==> src/rtl/sadc_pkg.sv <==
// Package: shared constants and types for the serial ADC front end.
// Assumes an 8-bit control byte whose start bit is its MSB.
package sadc_pkg;

    localparam int CTRL_W    = 8;
    localparam int FIELD_W   = CTRL_W - 1;
    localparam int CHAN_HI   = 6;
    localparam int CHAN_LO   = 4;
    localparam int UNI_POS   = 3;
    localparam int SGL_POS   = 2;
    localparam int MODE_HI   = 1;
    localparam int MODE_LO   = 0;
    localparam int ACQ_FIRST = 5;

    localparam logic [1:0] MODE_EXT = 2'b11;

    typedef enum logic [1:0] {
        RX_HUNT,
        RX_SHIFT,
        RX_HOLD
    } rx_state_t;

    typedef enum logic [1:0] {
        TX_IDLE,
        TX_ARMED,
        TX_STROBE,
        TX_SHIFT
    } tx_state_t;

endpackage

==> src/rtl/sadc_sclk_edge.sv <==
// Module: turns the oversampled serial clock into one-cycle rise and fall
// events. Assumes sclk already lies in the clk domain and that each phase
// lasts at least two clk cycles.
module sadc_sclk_edge (
    input  logic clk,
    input  logic rst_n,
    input  logic sclk,
    output logic rise,
    output logic fall
);

    logic sclk_q;

    // Purpose: hold the previous sample of sclk.
    always_ff @(posedge clk) begin
        if (!rst_n) begin
            sclk_q <= 1'b0;
        end else begin
            sclk_q <= sclk;
        end
    end

    // Purpose: flag a change of level between samples.
    always_comb begin
        rise = sclk & ~sclk_q;
        fall = ~sclk & sclk_q;
    end

endmodule

==> src/rtl/sadc_ctrl_rx.sv <==
// Module: hunts for the start bit, shifts in the remaining control bits on
// rising edges, and drives the acquire window on falling edges.
// Assumes clr is held high while chip select is inactive.
module sadc_ctrl_rx
    import sadc_pkg::*;
#(
    parameter int BYTE_W  = CTRL_W,
    parameter int ACQ_BIT = ACQ_FIRST
) (
    input  logic              clk,
    input  logic              rst_n,
    input  logic              clr,
    input  logic              rise,
    input  logic              fall,
    input  logic              din,
    output logic              byte_done,
    output logic [BYTE_W-2:0] fields,
    output logic              acquire
);

    localparam int CNT_W = $clog2(BYTE_W);
    localparam int SR_W  = BYTE_W - 2;

    rx_state_t        state;
    logic [CNT_W-1:0] bit_cnt;
    logic [SR_W-1:0]  shreg;
    logic [1:0]       mode_bits;

    // Purpose: the clock-mode code is formed by the last stored bit and the incoming bit.
    always_comb begin
        mode_bits = {shreg[0], din};
    end

    // Purpose: start-bit hunt, bit counting and byte capture.
    always_ff @(posedge clk) begin
        if (!rst_n || clr) begin
            state     <= RX_HUNT;
            bit_cnt   <= '0;
            shreg     <= '0;
            fields    <= '0;
            byte_done <= 1'b0;
        end else begin
            byte_done <= 1'b0;
            if (rise) begin
                case (state)
                    RX_HUNT: begin
                        if (din) begin
                            state   <= RX_SHIFT;
                            bit_cnt <= CNT_W'(1);
                            shreg   <= '0;
                        end
                    end
                    RX_SHIFT: begin
                        if (bit_cnt == CNT_W'(BYTE_W - 1)) begin
                            fields    <= {shreg, din};
                            byte_done <= 1'b1;
                            bit_cnt   <= '0;
                            state     <= (mode_bits == MODE_EXT) ? RX_HOLD : RX_HUNT;
                        end else begin
                            shreg   <= {shreg[SR_W-2:0], din};
                            bit_cnt <= bit_cnt + CNT_W'(1);
                        end
                    end
                    default: begin
                        state <= RX_HOLD;
                    end
                endcase
            end
        end
    end

    // Purpose: the acquire window follows the bit count, updated on falling edges.
    always_ff @(posedge clk) begin
        if (!rst_n || clr) begin
            acquire <= 1'b0;
        end else if (fall) begin
            acquire <= (state == RX_SHIFT) && (bit_cnt >= CNT_W'(ACQ_BIT));
        end
    end

endmodule

==> src/rtl/sadc_result_tx.sv <==
// Module: formats the conversion word, gives a one-period strobe, then
// shifts code, sub-bits and zeros out on falling edges.
// Assumes start arrives between the last control rise and the next fall.
module sadc_result_tx
    import sadc_pkg::*;
#(
    parameter int CODE_W = 10,
    parameter int SUB_W  = 2
) (
    input  logic              clk,
    input  logic              rst_n,
    input  logic              clr,
    input  logic              fall,
    input  logic              start,
    input  logic              bipolar,
    input  logic [CODE_W-1:0] code,
    input  logic [SUB_W-1:0]  sub,
    output logic              sstrb,
    output logic              dout
);

    localparam int WORD_W = CODE_W + SUB_W;
    localparam logic [CODE_W-1:0] SIGN_FLIP = {1'b1, {(CODE_W-1){1'b0}}};

    tx_state_t         state;
    logic [WORD_W-1:0] word;
    logic [WORD_W-1:0] shreg;

    // Purpose: pick straight binary or two's complement, then append sub-bits.
    always_comb begin
        word = {(bipolar ? (code ^ SIGN_FLIP) : code), sub};
    end

    // Purpose: sequence the strobe and the serial result.
    always_ff @(posedge clk) begin
        if (!rst_n || clr) begin
            state <= TX_IDLE;
            shreg <= '0;
            sstrb <= 1'b0;
            dout  <= 1'b0;
        end else begin
            case (state)
                TX_IDLE: begin
                    if (start) begin
                        shreg <= word;
                        state <= TX_ARMED;
                    end
                end
                TX_ARMED: begin
                    if (fall) begin
                        sstrb <= 1'b1;
                        state <= TX_STROBE;
                    end
                end
                TX_STROBE: begin
                    if (fall) begin
                        sstrb <= 1'b0;
                        dout  <= shreg[WORD_W-1];
                        shreg <= {shreg[WORD_W-2:0], 1'b0};
                        state <= TX_SHIFT;
                    end
                end
                default: begin
                    if (fall) begin
                        dout  <= shreg[WORD_W-1];
                        shreg <= {shreg[WORD_W-2:0], 1'b0};
                    end
                end
            endcase
        end
    end

endmodule

==> src/rtl/sadc_frontend.sv <==
// Module: top of the serial ADC front end. Ties edge detection, control
// capture and result transmission together, decodes the control fields and
// registers the output enables. Assumes all inputs are synchronous to clk.
module sadc_frontend
    import sadc_pkg::*;
#(
    parameter int CODE_W = 10,
    parameter int SUB_W  = 2
) (
    input  logic              clk,
    input  logic              rst_n,
    input  logic              sclk,
    input  logic              cs_n,
    input  logic              din,
    input  logic [CODE_W-1:0] conv_code,
    input  logic [SUB_W-1:0]  conv_sub,
    output logic              dout,
    output logic              dout_oe,
    output logic              sstrb,
    output logic              sstrb_oe,
    output logic              acquire,
    output logic              ctrl_valid,
    output logic [2:0]        chan_sel,
    output logic              unipolar,
    output logic              single_ended,
    output logic [1:0]        clk_mode
);

    logic               rise;
    logic               fall;
    logic               byte_done;
    logic [FIELD_W-1:0] fields;
    logic               tx_start;

    sadc_sclk_edge u_edge (
        .clk   (clk),
        .rst_n (rst_n),
        .sclk  (sclk),
        .rise  (rise),
        .fall  (fall)
    );

    sadc_ctrl_rx #(
        .BYTE_W  (CTRL_W),
        .ACQ_BIT (ACQ_FIRST)
    ) u_rx (
        .clk       (clk),
        .rst_n     (rst_n),
        .clr       (cs_n),
        .rise      (rise),
        .fall      (fall),
        .din       (din),
        .byte_done (byte_done),
        .fields    (fields),
        .acquire   (acquire)
    );

    // Purpose: decode the captured control fields.
    always_comb begin
        chan_sel     = fields[CHAN_HI:CHAN_LO];
        unipolar     = fields[UNI_POS];
        single_ended = fields[SGL_POS];
        clk_mode     = fields[MODE_HI:MODE_LO];
        tx_start     = byte_done && (clk_mode == MODE_EXT);
    end

    sadc_result_tx #(
        .CODE_W (CODE_W),
        .SUB_W  (SUB_W)
    ) u_tx (
        .clk     (clk),
        .rst_n   (rst_n),
        .clr     (cs_n),
        .fall    (fall),
        .start   (tx_start),
        .bipolar (~unipolar),
        .code    (conv_code),
        .sub     (conv_sub),
        .sstrb   (sstrb),
        .dout    (dout)
    );

    // Purpose: remember that a control byte was captured in this window.
    always_ff @(posedge clk) begin
        if (!rst_n || cs_n) begin
            ctrl_valid <= 1'b0;
        end else if (byte_done) begin
            ctrl_valid <= 1'b1;
        end
    end

    // Purpose: drive the serial outputs only while chip select is active.
    always_ff @(posedge clk) begin
        if (!rst_n) begin
            dout_oe  <= 1'b0;
            sstrb_oe <= 1'b0;
        end else begin
            dout_oe  <= ~cs_n;
            sstrb_oe <= ~cs_n;
        end
    end

endmodule

==> config.mk <==
export PLATFORM = sky130hd
export DESIGN_NAME = sadc_frontend
export DESIGN_NICKNAME = d
export VERILOG_FILES = /design/src/rtl/sadc_pkg.sv /design/src/rtl/sadc_sclk_edge.sv /design/src/rtl/sadc_ctrl_rx.sv /design/src/rtl/sadc_result_tx.sv /design/src/rtl/sadc_frontend.sv
export SDC_FILE = /design/constraint.sdc
export NUM_CORES = 1
export LEC_CHECK = 0
export CORE_UTILIZATION = 48
export DETAILED_ROUTE_END_ITERATION = 10
export MAX_ROUTING_LAYER = met4
export PLACE_DENSITY = 0.75
export SLEW_MARGIN = 20
export SYNTH_ARGS = -nofsm -noshare
export SYNTH_HDL_FRONTEND = slang
export SYNTH_SLANG_ARGS = --single-unit
==> constraint.sdc <==
create_clock -name clk -period 1.6 [get_ports clk]
set_input_delay 0.32 -clock clk [delete_from_list [all_inputs] [get_ports clk]]
set_output_delay 0.32 -clock clk [all_outputs]
set_load 0.05 [all_outputs]
Word level (Yosys, flattened, before mapping)
Cells that the tools add are included.
Widths: inputs -> output; s select.
{"block": "totals", "ff_bits": 39, "word_cells": 79, "input_bits": 17, "out_inout_bits": 13}
{"block": "classes", "n_reduce_logical": 20, "n_eq_ne": 12, "bitwise_logic": 10, "magnitude_cmp": 1, "muxes": 22, "n_addsub": 1}
{"operator": "$mux 12", "count": 2}
{"operator": "$pmux 12 s2", "count": 1}
{"operator": "$reduce_and 3->1", "count": 5}
{"operator": "$mux 2", "count": 6}
{"operator": "$mux 6", "count": 2}
{"operator": "$pmux 6 s2", "count": 1}
{"operator": "$mux 10", "count": 1}
{"operator": "$ne 2x2->1 const B", "count": 5}
{"operator": "$not 1->1", "count": 8}
{"operator": "$reduce_and 4->1", "count": 2}
{"operator": "$eq 2x2->1 const B", "count": 3}
{"operator": "$mux 3", "count": 2}
{"operator": "$pmux 2 s3", "count": 1}
{"operator": "$pmux 3 s2", "count": 1}
{"operator": "$reduce_bool 2->1", "count": 3}
{"operator": "$eq 2x1->1 const B", "count": 2}
{"operator": "$logic_not 2->1", "count": 2}
{"operator": "$pmux 2 s2", "count": 1}
{"operator": "$add 3x1->3 const B", "count": 1}
{"operator": "$eq 3x3->1 const B", "count": 1}
{"operator": "$ge 3x3->1 const B", "count": 1}
{"operator": "$mux 1", "count": 3}
{"operator": "$reduce_bool 3->1", "count": 1}
{"operator": "$reduce_or 3->1", "count": 1}
{"operator": "8 further kinds", "count": 10}

Depth between registers and ports, before layout
Gate-level depths: netlist of the first run.
{"block": "logic_depth", "depth_word": 4, "ltp_mapped": 7, "mapped_depth_nobuf": 5}

Cells and area by module
Synthesis of the first run repeated with hierarchy kept, for this count alone.
{"block": "unflattened", "cells_unflattened": 210, "hier_area_um2": 1978.1}
{"mod": "sadc_result_tx", "seq_area_each_um2": 320.3, "instances": 1, "cells_each": 105, "area_per_inst_um2": 958.4}
{"mod": "sadc_ctrl_rx", "seq_area_each_um2": 400.4, "instances": 1, "cells_each": 94, "area_per_inst_um2": 902.1}
{"mod": "sadc_frontend", "seq_area_each_um2": 40.0, "instances": 1, "cells_each": 7, "area_per_inst_um2": 78.8}
{"mod": "sadc_sclk_edge", "seq_area_each_um2": 20.0, "instances": 1, "cells_each": 4, "area_per_inst_um2": 38.8}

Least setup slack after synthesis of the first run
Ideal clock, no wire load.
{"block": "synth_timing", "path_type": "register to register", "from": "reg u_tx.state[1]", "to": "reg u_tx.state[0]", "path_stages_with_launch": 6, "n_path_buf": 0, "setup_ps": 123, "setup_slack_ps": -134, "synth_period_minus_slack_ps": 1734, "required_time_ps": 1477, "arrival_time_ps": 1610, "cell_sequence": "dfxtp_1 -> inv_1 -> ha_1 -> or2_1 -> a221oi_1 -> mux2_1"}
{"block": "synth_between", "elab_chain_len": 3, "word_cells_on_any_way": 9, "cone_classes": "5 x eq/ne; 1 x mux; 3 x reduce/logical"}
{"item": "start: declaration", "line": "sadc_result_tx.sv:25", "source": "tx_state_t state;"}
{"item": "start signal: assignment", "line": "sadc_result_tx.sv:37", "source": "state <= TX_IDLE;"}
{"item": "start signal: assignment", "line": "sadc_result_tx.sv:46", "source": "state <= TX_ARMED;"}
{"item": "start signal: assignment", "line": "sadc_result_tx.sv:52", "source": "state <= TX_STROBE;"}
{"item": "$eq 2x2->1, or another cell as far along", "line": "sadc_result_tx.sv:42", "source": "case (state)"}
{"item": "$ne 2x2->1 (no line) / $reduce_bool 3->1 (equally long branches)"}
{"item": "$reduce_and 4->1 (no line)"}
Parallel ways exist; a longest one is shown, timed or not.
A chain may end at the register's enable or synchronous reset.

Final worst setup path of the first run
{"block": "layout_timing", "from": "reg u_tx.state[0]", "to": "reg u_tx.state[0]"}
The elaborated chain is that of the path after synthesis.

==> qor.txt, run 1 <==
Status: complete, no violations
Drt drc: 0
Final setup viols: 0
Leak: 1.06 nW
Vias/cell: 5.16
Hold Path End: u_tx.shreg[6]
Count of unique library cells instantiated by Yosys: 44
CTS clk-pin slew, worst paths: 70 ps
Core area: 3740 um^2
Worst r2r src: u_tx.state[0]
GPL Wtd Cong: 0.819
Worst slew margin relative to its limit: 76.8%
DP Worst Slack: -289 ps
Maximum clock path buffer count: 2
Register area share after synthesis: 40.7%
R2R Setup Slk: 40 ps
Vias in the first global route: 1553
Area leader, netlist: dfxtp_1
Area grow syn2layout: 34.0%
Initial DRC count: 68
Async SR Flop Fraction: 0%
Crit-path slowest cell: dfxtp_4
CTS root buf: clkbuf_8
Final slew viol count: 0
Synthesized flop and latch total: 39
Upper clock frequency limit: 639 MHz
Initial antenna violation count: 0
Starting Density: 51.3%
First-pass detailed-route iteration total: 5
CP peak stage delay: 380 ps
Final period util: 97.8%
Die width: 65.3 um
Syn_nets: 233
Yosys Warn Count: 0
Proportion of layout cells with a drive suffix above 1: 29.0%
# H-tree levels: 2
Avg Inst Size Synth: 9.28 um^2
EDFF count, synth: 0
Setup CP Type: register to register
Worst hold stages: 2
I/O Buffers: 29
Cts bufs inserted: 5
Critical path fanouts, max: 3
Cells after Synth: 207
Synth Cell Area: 1920 um^2
Routed vias: 1585
Pwr/cell area: 704 nW/um^2
RSZ-0062 raised after global routing: yes
Worst Min Path Start: u_tx.shreg[6]
Routed WL: 3.90 mm
Setup_tns: 0 ps
Die Area: 4260 um^2
Die Span Y: 65.3 um
Worst setup SP type: register
Buf/Inv on CP: 1
Synth top area share: 40.7%
Io pins: 30
Max Cap Violations: 0
Least-Margin Pin Slew: 344 ps
Row Count: 22
CTS Hold Bufs: 0
Arr. time, crit path: 1750 ps
Non-Filler Instances: 307
Num Clock Sinks: 39
HP Class: register to register
WL per Instance: 12.7 um
N_diodes: 0
DP HPWL: 2.81 mm
Layout Nets: 284
Required time worst endpoint: 1780 ps
Final Hold Vio Count: 0
Top FF cell, synth: dfxtp_1
Placed Cells: 299
Worst reg2reg path depth: 5
Top post-synthesis cells by area: dfxtp_1 (41%), mux2i_1 (9.9%), nand2_1 (7.2%), ha_1 (5.9%), mux2_2 (5.3%)
Top cell family by delay on the critical path: flip-flops
Core Util, Final: 68.8%
GRT Util Overall: 21.6%
First-pass GRT wire length: 6.74 mm
CTS tree: built
Synth cell count leaders: dfxtp_1 (39), nand2_1 (37), mux2i_1 (19)
Clock Latency Late Sink: 300 ps
Capturing point of the worst reg2reg path: u_tx.state[0]
Cells along the critical path: inv_4, ha_2, or2_1, a221oi_2, mux2_1
Final ANT Viol Nets: 0
Largest net degree at the start of global routing: 19
Tmin final: 1560 ps
Count leader, synth: dfxtp_1
Final worst-path setup slack: 35.7 ps
Crit. End Element: register
Maximum vdd drop: 626 uV
Total gr overflow: 0
Setup Skew: 7.30 ps
[sequential cells by signal, indices dropped and copies added (netlist names)]
signal / cells
u_rx.bit_cnt: 3
u_tx.shreg: 12
u_rx.state: 2
u_tx.dout: 1
u_rx.acquire: 1
u_rx.byte_done: 1
ctrl_valid: 1
u_tx.state: 2
u_tx.sstrb: 1
sstrb_oe: 1
u_rx.fields: 7
u_rx.shreg: 6
u_edge.sclk_q: 1
[worst register-to-register path, cell delays in order (launching register included)]
cell and delay [ps]:
dfxtp_4 380, inv_4 40, ha_2 170, or2_1 220, a221oi_2 300, mux2_1 340
[report_power, final]
group / internal (mW) / switching (mW)
registers: 0.971 / 0.00588
clock network: 0.303 / 0.366
logic: 0.0943 / 0.0702
[worst max path at each step]
stage	from	endpoint	slack, ps	depth (start not counted)
global route	u_tx.state[0]	u_tx.state[0]	-5	5
finish	u_tx.state[0]	u_tx.state[0]	40	5
global placement	sclk	u_rx.shreg[1]	-260	5
detailed placement	sclk	u_rx.shreg[2]	-290	5
CTS	u_tx.state[0]	u_tx.shreg[1]	10	6
floorplan	u_rx.fields[0]	u_tx.state[0]	-60	3
[cell usage in the layout, fill, tap and decap left out, types with 3 or more instances in the layout]
master,n
ha_1,5
nor2_1,8
mux2_2,9
o21ai_0,11
dfxtp_1,37
clkdlybuf4s50_1,15
buf_4,34
nand3_1,10
clkbuf_8,5
ha_2,3
buf_12,6
mux2i_1,18
nand2_1,37
nand2b_1,5
a21oi_1,14
[kinds of logic after synthesis]
group	share of synthesized area (%)
AO/OA/AOI/OAI	12.3
XOR/XNOR	0.456
adder cells (fa/ha/maj)	5.86
buffers and inverters	4.95
flip-flops	40.7
multiplexers	16.4
AND/OR/NAND/NOR	19.4
[layer usage]
metal / GRT usage (%) / wire length, um / vias up
met1: 26.8 / 1990 / 733
met2: 32.9 / 1710 / 23
met3: 4.69 / 126 / 7
met4: 11.4 / 82 / 0
met5: - / 0 / -
li1: - / - / 822
[layout make-up]
type	count	area (um^2)
fillers	324	1170
multi-input cells	151	1070
flip-flops and latches	39	788
repair buffers	56	538
clock buffers	5	68.8
well taps	48	60.1
inverters	5	23.8
clock inverters	3	20.0
[repair_timing]
action,4_1_cts,5_1_grt
setup buffers,0,0
cloned,0,0
endpoints found under the setup margin,3,16
gates resized for setup,4,11
pin swaps,1,3
[stage by stage]
| step | power [mW] | instance area (um^2) | hold WS [ps] |
|---|---|---|---|
| 2_1_floorplan | 1.08 | 1930 | 432 |
| 3_3_place_gp | 1.17 | 2450 | 444 |
| 3_5_place_dp | 1.17 | 2450 | 447 |
| 4_1_cts | 1.82 | 2540 | 461 |
| 5_1_grt | 1.89 | 2570 | 481 |
| 6_report | 1.81 | 2570 | 457 |
Note: power is estimated with default switching activity, not from simulation.
==> run 2: changes to the inputs <==
CAP_MARGIN = 20   (was not set)
clock period = 1.39 ns   (was 1.6 ns; I/O delays follow)
==> run 2 against run 1 <==
The run now ends with setup timing left. Clock-buffer cell count rose by 1. Critical path depth did not move. Clock skew rose by 2.5 ps. Critical path type unchanged.
==> qor.txt, run 2 (synthesis gave the netlist of run 1 again) <==
Status: finished, violations left (was complete, no violations)
Failing checks: setup timing
Worst r2r src: u_tx.state[1] (was u_tx.state[0])
I/O Buffers: 29 (unchanged)
Starting Density: 51.3% (unchanged)
Setup Skew: 9.84 ps (was 7.30 ps)
Routed WL: 4.42 mm (was 3.90 mm)
Pwr/cell area: 737 nW/um^2 (was 704 nW/um^2)
Area grow syn2layout: 44.4% (was 34.0%)
Final setup viols: 19 (was 0)
Max FFs per register: 12 (unchanged)
Worst Min Path Start: u_tx.shreg[2] (was u_tx.shreg[6])
Leak: 1.11 nW (was 1.06 nW)
GPL Wtd Cong: 0.835 (was 0.819)
Core area: 3740 um^2 (unchanged)
Io pins: 30 (unchanged)
Hold Path End: u_tx.shreg[2] (was u_tx.shreg[6])
Final Hold Vio Count: 0 (unchanged)
CTS Hold Bufs: 0 (unchanged)
Drt drc: 0 (unchanged)
Total gr overflow: 0 (unchanged)
N_diodes: 0 (unchanged)
Worst reg2reg path depth: 5 (unchanged)
Final instance area: 2770 um^2 (was 2570 um^2)
Setup CP Type: register to register (unchanged)
Die Area: 4260 um^2 (unchanged)
Required time worst endpoint: 1570 ps (was 1780 ps)
First-pass GRT wire length: 7.73 mm (was 6.74 mm)
Vias/cell: 5.38 (was 5.16)
Vias in the first global route: 1739 (was 1553)
Cts bufs inserted: 5 (unchanged)
DP HPWL: 3.08 mm (was 2.81 mm)
Placed cell area: 2640 um^2 (was 2450 um^2)
Max Cap Violations: 0 (unchanged)
Maximum clock path buffer count: 2 (unchanged)
RSZ-0062 raised after global routing: yes (unchanged)
HP Class: register to register (unchanged)
Hold WS: 460 ps (was 457 ps)
Num Clock Sinks: 39 (unchanged)
R2R Setup Slk: -120 ps (was 40 ps)
Die Span Y: 65.3 um (unchanged)
WL per Instance: 14.2 um (was 12.7 um)
Layout Nets: 291 (was 284)
Tmin final: 1510 ps (was 1560 ps)
DP Worst Slack: -438 ps (was -289 ps)
Core Util, Final: 74.1% (was 68.8%)
Row Count: 22 (unchanged)
Initial DRC count: 84 (was 68)
Final ANT Viol Nets: 0 (unchanged)
Final period util: 108% (was 97.8%)
Arr. time, crit path: 1690 ps (was 1750 ps)
Maximum vdd drop: 715 uV (was 626 uV)
CTS root buf: clkbuf_8 (unchanged)
Biggest register: u_tx.shreg (unchanged)
First-pass detailed-route iteration total: 5 (unchanged)
Most common cell after layout, fill and taps aside: nand2_1
Most frequent cells in the layout: nand2_1 (37), dfxtp_1 (33), buf_4 (30), mux2i_1 (19) (was nand2_1 (37), dfxtp_1 (37), buf_4 (34), mux2i_1 (18), clkdlybuf4s50_1 (15))
Die width: 65.3 um (unchanged)
GRT Util Overall: 24.4% (was 21.6%)
Worst setup SP type: register (unchanged)
Worst hold stages: 2 (unchanged)
Worst slew margin relative to its limit: 75.5% (was 76.8%)
Least-Margin Pin Slew: 363 ps (was 344 ps)
Clock Latency Late Sink: 290 ps (was 300 ps)
Final worst-path setup slack: -118 ps (was 35.7 ps)
Routed vias: 1680 (was 1585)
CTS tree: built (unchanged)
Crit. End Element: register (unchanged)
Setup_tns: -881 ps (was 0 ps)
Capturing point of the worst reg2reg path: u_tx.state[0] (unchanged)
# H-tree levels: 2 (unchanged)
Proportion of layout cells with a drive suffix above 1: 33.0% (was 29.0%)
Upper clock frequency limit: 663 MHz (was 639 MHz)
CTS clk-pin slew, worst paths: 80 ps (was 70 ps)
Critical path fanouts, max: 3 (unchanged)
Initial antenna violation count: 0 (unchanged)
Final slew viol count: 0 (unchanged)
Top Registers: u_tx.shreg: 12 flops, u_rx.fields: 7 flops, u_rx.shreg: 6 flops (unchanged)
Largest net degree at the start of global routing: 17 (was 19)
run 2: cell types whose count changed in the layout (fill, tap and decap cells not counted), sizes merged:
cell          previous run  this run
clkbuf                   5         6
clkinvlp                 2         0
clkinv                   1         0
dlygate4sd2              0         1
dlymetal6s2s             1         0
buf                     40        47
run 2: what timing repair did:
action	CTS	global route
pin swaps	1	1
resized for setup	10	5
setup endpoints to repair	22	26
setup buffers	2	0
run 2: worst max-delay path by stage:
stage,start,end,slack (ps)
global placement,sclk,u_rx.shreg[5],-410
detailed placement,sclk,u_rx.shreg[0],-440
CTS,u_tx.state[1],u_tx.state[0],-110
global route,u_tx.state[1],u_tx.state[1],-170
finish,u_tx.state[1],u_tx.state[0],-120
floorplan,u_tx.state[1],u_tx.state[0],-120
run 2: final cells by class:
class / count / area [um^2]
Multi-Input combinational cell: 151 / 1110
Fill cell: 279 / 971
Sequential cell: 39 / 796
Timing Repair Buffer: 63 / 707
Clock buffer: 6 / 72.6
Tap cell: 48 / 60.1
Inverter: 5 / 23.8
run 2: worst max-delay path, cell delays in order, from the launching register on:
cell and delay, ps:
dfxtp_4 380, inv_4 50, ha_4 150, or2_4 250, a221oi_4 250, mux2_4 320
run 2: through the flow:
step / power, mW / std cells
finish: 2.04 / 312
global route: 2.12 / 312
CTS: 2.05 / 312
detailed placement: 1.36 / 304
global placement: 1.35 / 304
floorplan: 1.24 / 207
run 2: report_power, final:
group,total (mW),switching [mW],internal (mW)
Combinational,0.209,0.0876,0.121
Sequential,1.12,0.00678,1.12
Clock,0.711,0.376,0.335
run 2: routing by layer:
layer	vias to the layer above	track usage, %	share of wire, %
met4	0	10.6	1.4
met1	810	28.4	47
met3	6	5.90	2.5
li1	837	-	-
met2	27	40.1	49
met5	-	-	0
==> run 3: changes to the inputs <==
CAP_MARGIN = not set   (was 20)
SETUP_SLACK_MARGIN = 0.2   (was not set)
==> run 3 against run 2 <==
The flow still finishes with violations (setup timing). Largest power group unchanged. Clock power increased by 24%. Combinational power increased by 26%. Largest cell class unchanged. Hold slack gained 21 ps. Sequential power hardly changed. Clock skew is 0.86 ps lower.
==> qor.txt, run 3 (synthesis gave the netlist of run 1 again) <==
Status: finished, violations left (unchanged)
Failing checks: setup timing (unchanged)
Final period util: 113% (was 108%)
Setup_tns: -1180 ps (was -881 ps)
CTS root buf: clkbuf_8 (unchanged)
Arr. time, crit path: 1760 ps (was 1690 ps)
First-pass GRT wire length: 8.49 mm (was 7.73 mm)
Worst reg2reg path depth: 5 (unchanged)
Top cell family by delay on the critical path: flip-flops (unchanged)
Final setup viols: 18 (was 19)
Worst setup SP type: register (unchanged)
Required time worst endpoint: 1580 ps (was 1570 ps)
Critical path fanouts, max: 3 (unchanged)
CTS clk-pin slew, worst paths: 80 ps (about the same)
Num Clock Sinks: 39 (unchanged)
Die Span Y: 65.3 um (unchanged)
# H-tree levels: 2 (unchanged)
Most common cell after layout, fill and taps aside: buf_4 (was nand2_1)
Capturing point of the worst reg2reg path: u_tx.state[0] (unchanged)
Final ANT Viol Nets: 0 (unchanged)
Initial DRC count: 120 (was 84)
Setup Skew: 8.99 ps (was 9.84 ps)
Worst slew margin relative to its limit: 82.1% (was 75.5%)
Area grow syn2layout: 73.4% (was 44.4%)
Starting Density: 51.3% (unchanged)
Pwr/cell area: 682 nW/um^2 (was 737 nW/um^2)
Layout Nets: 310 (was 291)
CTS Hold Bufs: 0 (unchanged)
Core area: 3740 um^2 (unchanged)
Worst hold stages: 2 (unchanged)
Cells along the critical path: inv_4, ha_4, or2_4, a221oi_4, mux2_4 (unchanged)
Die Area: 4260 um^2 (unchanged)
N_diodes: 0 (unchanged)
DP HPWL: 3.12 mm (was 3.08 mm)
First-pass detailed-route iteration total: 4 (was 5)
Cts bufs inserted: 5 (unchanged)
R2R Setup Slk: -190 ps (was -120 ps)
Top Registers: u_tx.shreg: 12 flops, u_rx.fields: 7 flops, u_rx.shreg: 6 flops (unchanged)
Crit. End Element: register (unchanged)
WL per Instance: 21.3 um (was 14.2 um)
Final worst-path setup slack: -187 ps (was -118 ps)
Drt drc: 0 (unchanged)
Initial antenna violation count: 0 (unchanged)
GRT Util Overall: 27.2% (was 24.4%)
Total gr overflow: 0 (unchanged)
Largest net degree at the start of global routing: 24 (was 17)
Biggest register: u_tx.shreg (unchanged)
Proportion of layout cells with a drive suffix above 1: 57.2% (was 33.0%)
Maximum vdd drop: 777 uV (was 715 uV)
Max Cap Violations: 0 (unchanged)
Worst Min Path Start: u_tx.shreg[4] (was u_tx.shreg[2])
Worst r2r src: u_tx.state[1] (unchanged)
HP Class: register to register (unchanged)
Crit-path slowest cell: dfxtp_4 (unchanged)
Final slew viol count: 0 (unchanged)
Final Hold Vio Count: 0 (unchanged)
Hold Path End: u_tx.shreg[4] (was u_tx.shreg[2])
Buf/Inv on CP: 1 (unchanged)
Die width: 65.3 um (unchanged)
Leak: 1.32 nW (was 1.11 nW)
Least-Margin Pin Slew: 268 ps (was 363 ps)
Tmin final: 1580 ps (was 1510 ps)
Upper clock frequency limit: 634 MHz (was 663 MHz)
Clock Latency Late Sink: 300 ps (was 290 ps)
Hold WS: 481 ps (was 460 ps)
Most frequent cells in the layout: buf_4 (32), dfxtp_1 (27), nand2_1 (26), mux2i_1 (19), buf_6 (19) (was nand2_1 (37), dfxtp_1 (33), buf_4 (30), mux2i_1 (19))
Vias/cell: 5.91 (was 5.38)
Setup CP Type: register to register (unchanged)
Maximum clock path buffer count: 2 (unchanged)
I/O Buffers: 29 (unchanged)
Routed WL: 7.08 mm (was 4.42 mm)
Vias in the first global route: 1796 (was 1739)
RSZ-0062 raised after global routing: yes (unchanged)
GPL Wtd Cong: 0.839 (was 0.835)
CTS tree: built (unchanged)
Max FFs per register: 12 (unchanged)
Row Count: 22 (unchanged)
Io pins: 30 (unchanged)
Routed vias: 1968 (was 1680)
CP peak stage delay: 390 ps (was 380 ps)
==> run 3: cell count changes in the layout (fill, tap and decap cells not counted), moves of 9 or more <==
cell / previous run / this run
nand2_1: 37 / 26
mux2_2: 9 / 0
a21oi_2: 0 / 11
o21ai_0: 11 / 2
nand2_2: 0 / 11
a21oi_1: 14 / 3
mux2_4: 1 / 11
buf_6: 2 / 19
==> run 3: worst reg2reg max path, cell delays in order (launching register included) <==
cell	delay, ps
dfxtp_4	390
inv_4	50
ha_4	160
or2_4	260
a221oi_4	280
mux2_4	330
==> run 3: per-stage QoR <==
stage	cell area (um^2)	total power [mW]	utilization (%)	std cells	worst slack, ps
after floorplan	2010	1.25	-	207	-118
after detailed placement	2640	1.35	70.6	305	-432
final	3330	2.27	89.0	333	-187
after CTS	3010	2.20	80.3	323	-151
after global placement	2640	1.35	70.6	305	-391
after global routing	3330	2.33	89.0	333	-220
==> run 3: power breakdown <==
part           leakage [nW]  internal (mW)  switching [mW]  total [mW]
Sequential            0.321           1.12         0.00873        1.13
Clock                0.0515          0.454           0.430       0.884
Combinational         0.950          0.142           0.122       0.264
==> run 3: timing repair <==
action | in CTS | in global routing
setup endpoints to repair | 36 | 40
pin swaps | 14 | 20
buffers inserted | 9 | 9
cloned | 1 | 1
endpoints found under the hold margin | 0 | 0
gates resized for setup | 51 | 66
==> run 3: final cells by class <==
| class | count | area [um^2] |
|---|---|---|
| Multi-Input combinational cell | 151 | 1430 |
| Timing Repair Buffer | 82 | 908 |
| Sequential cell | 39 | 803 |
| Fill cell | 149 | 413 |
| Clock buffer | 8 | 100 |
| Tap cell | 48 | 60.1 |
| Inverter | 5 | 28.8 |
==> run 3: per-layer routing <==
layer  global-route usage (%)  routed length, um  vias to the layer above
met1                     32.9               2740                      982
met3                     5.03                265                       32
li1                         -                  -                      878
met4                     9.51                364                        0
met5                        -                  0                        -
met2                     45.2               3710                       76
==> run 3: how the worst max path moves through the flow <==
stage / slack, ps / endpoint / cells past startpoint / start
after floorplan: -120 / u_tx.state[0] / 5 / u_tx.state[1]
after global placement: -390 / u_tx.state[0] / 5 / sclk
after detailed placement: -430 / u_rx.shreg[5] / 5 / sclk
after CTS: -150 / u_tx.state[0] / 5 / u_tx.state[0]
after global routing: -220 / u_tx.state[0] / 5 / u_tx.state[1]
final: -190 / u_tx.state[0] / 5 / u_tx.state[1]
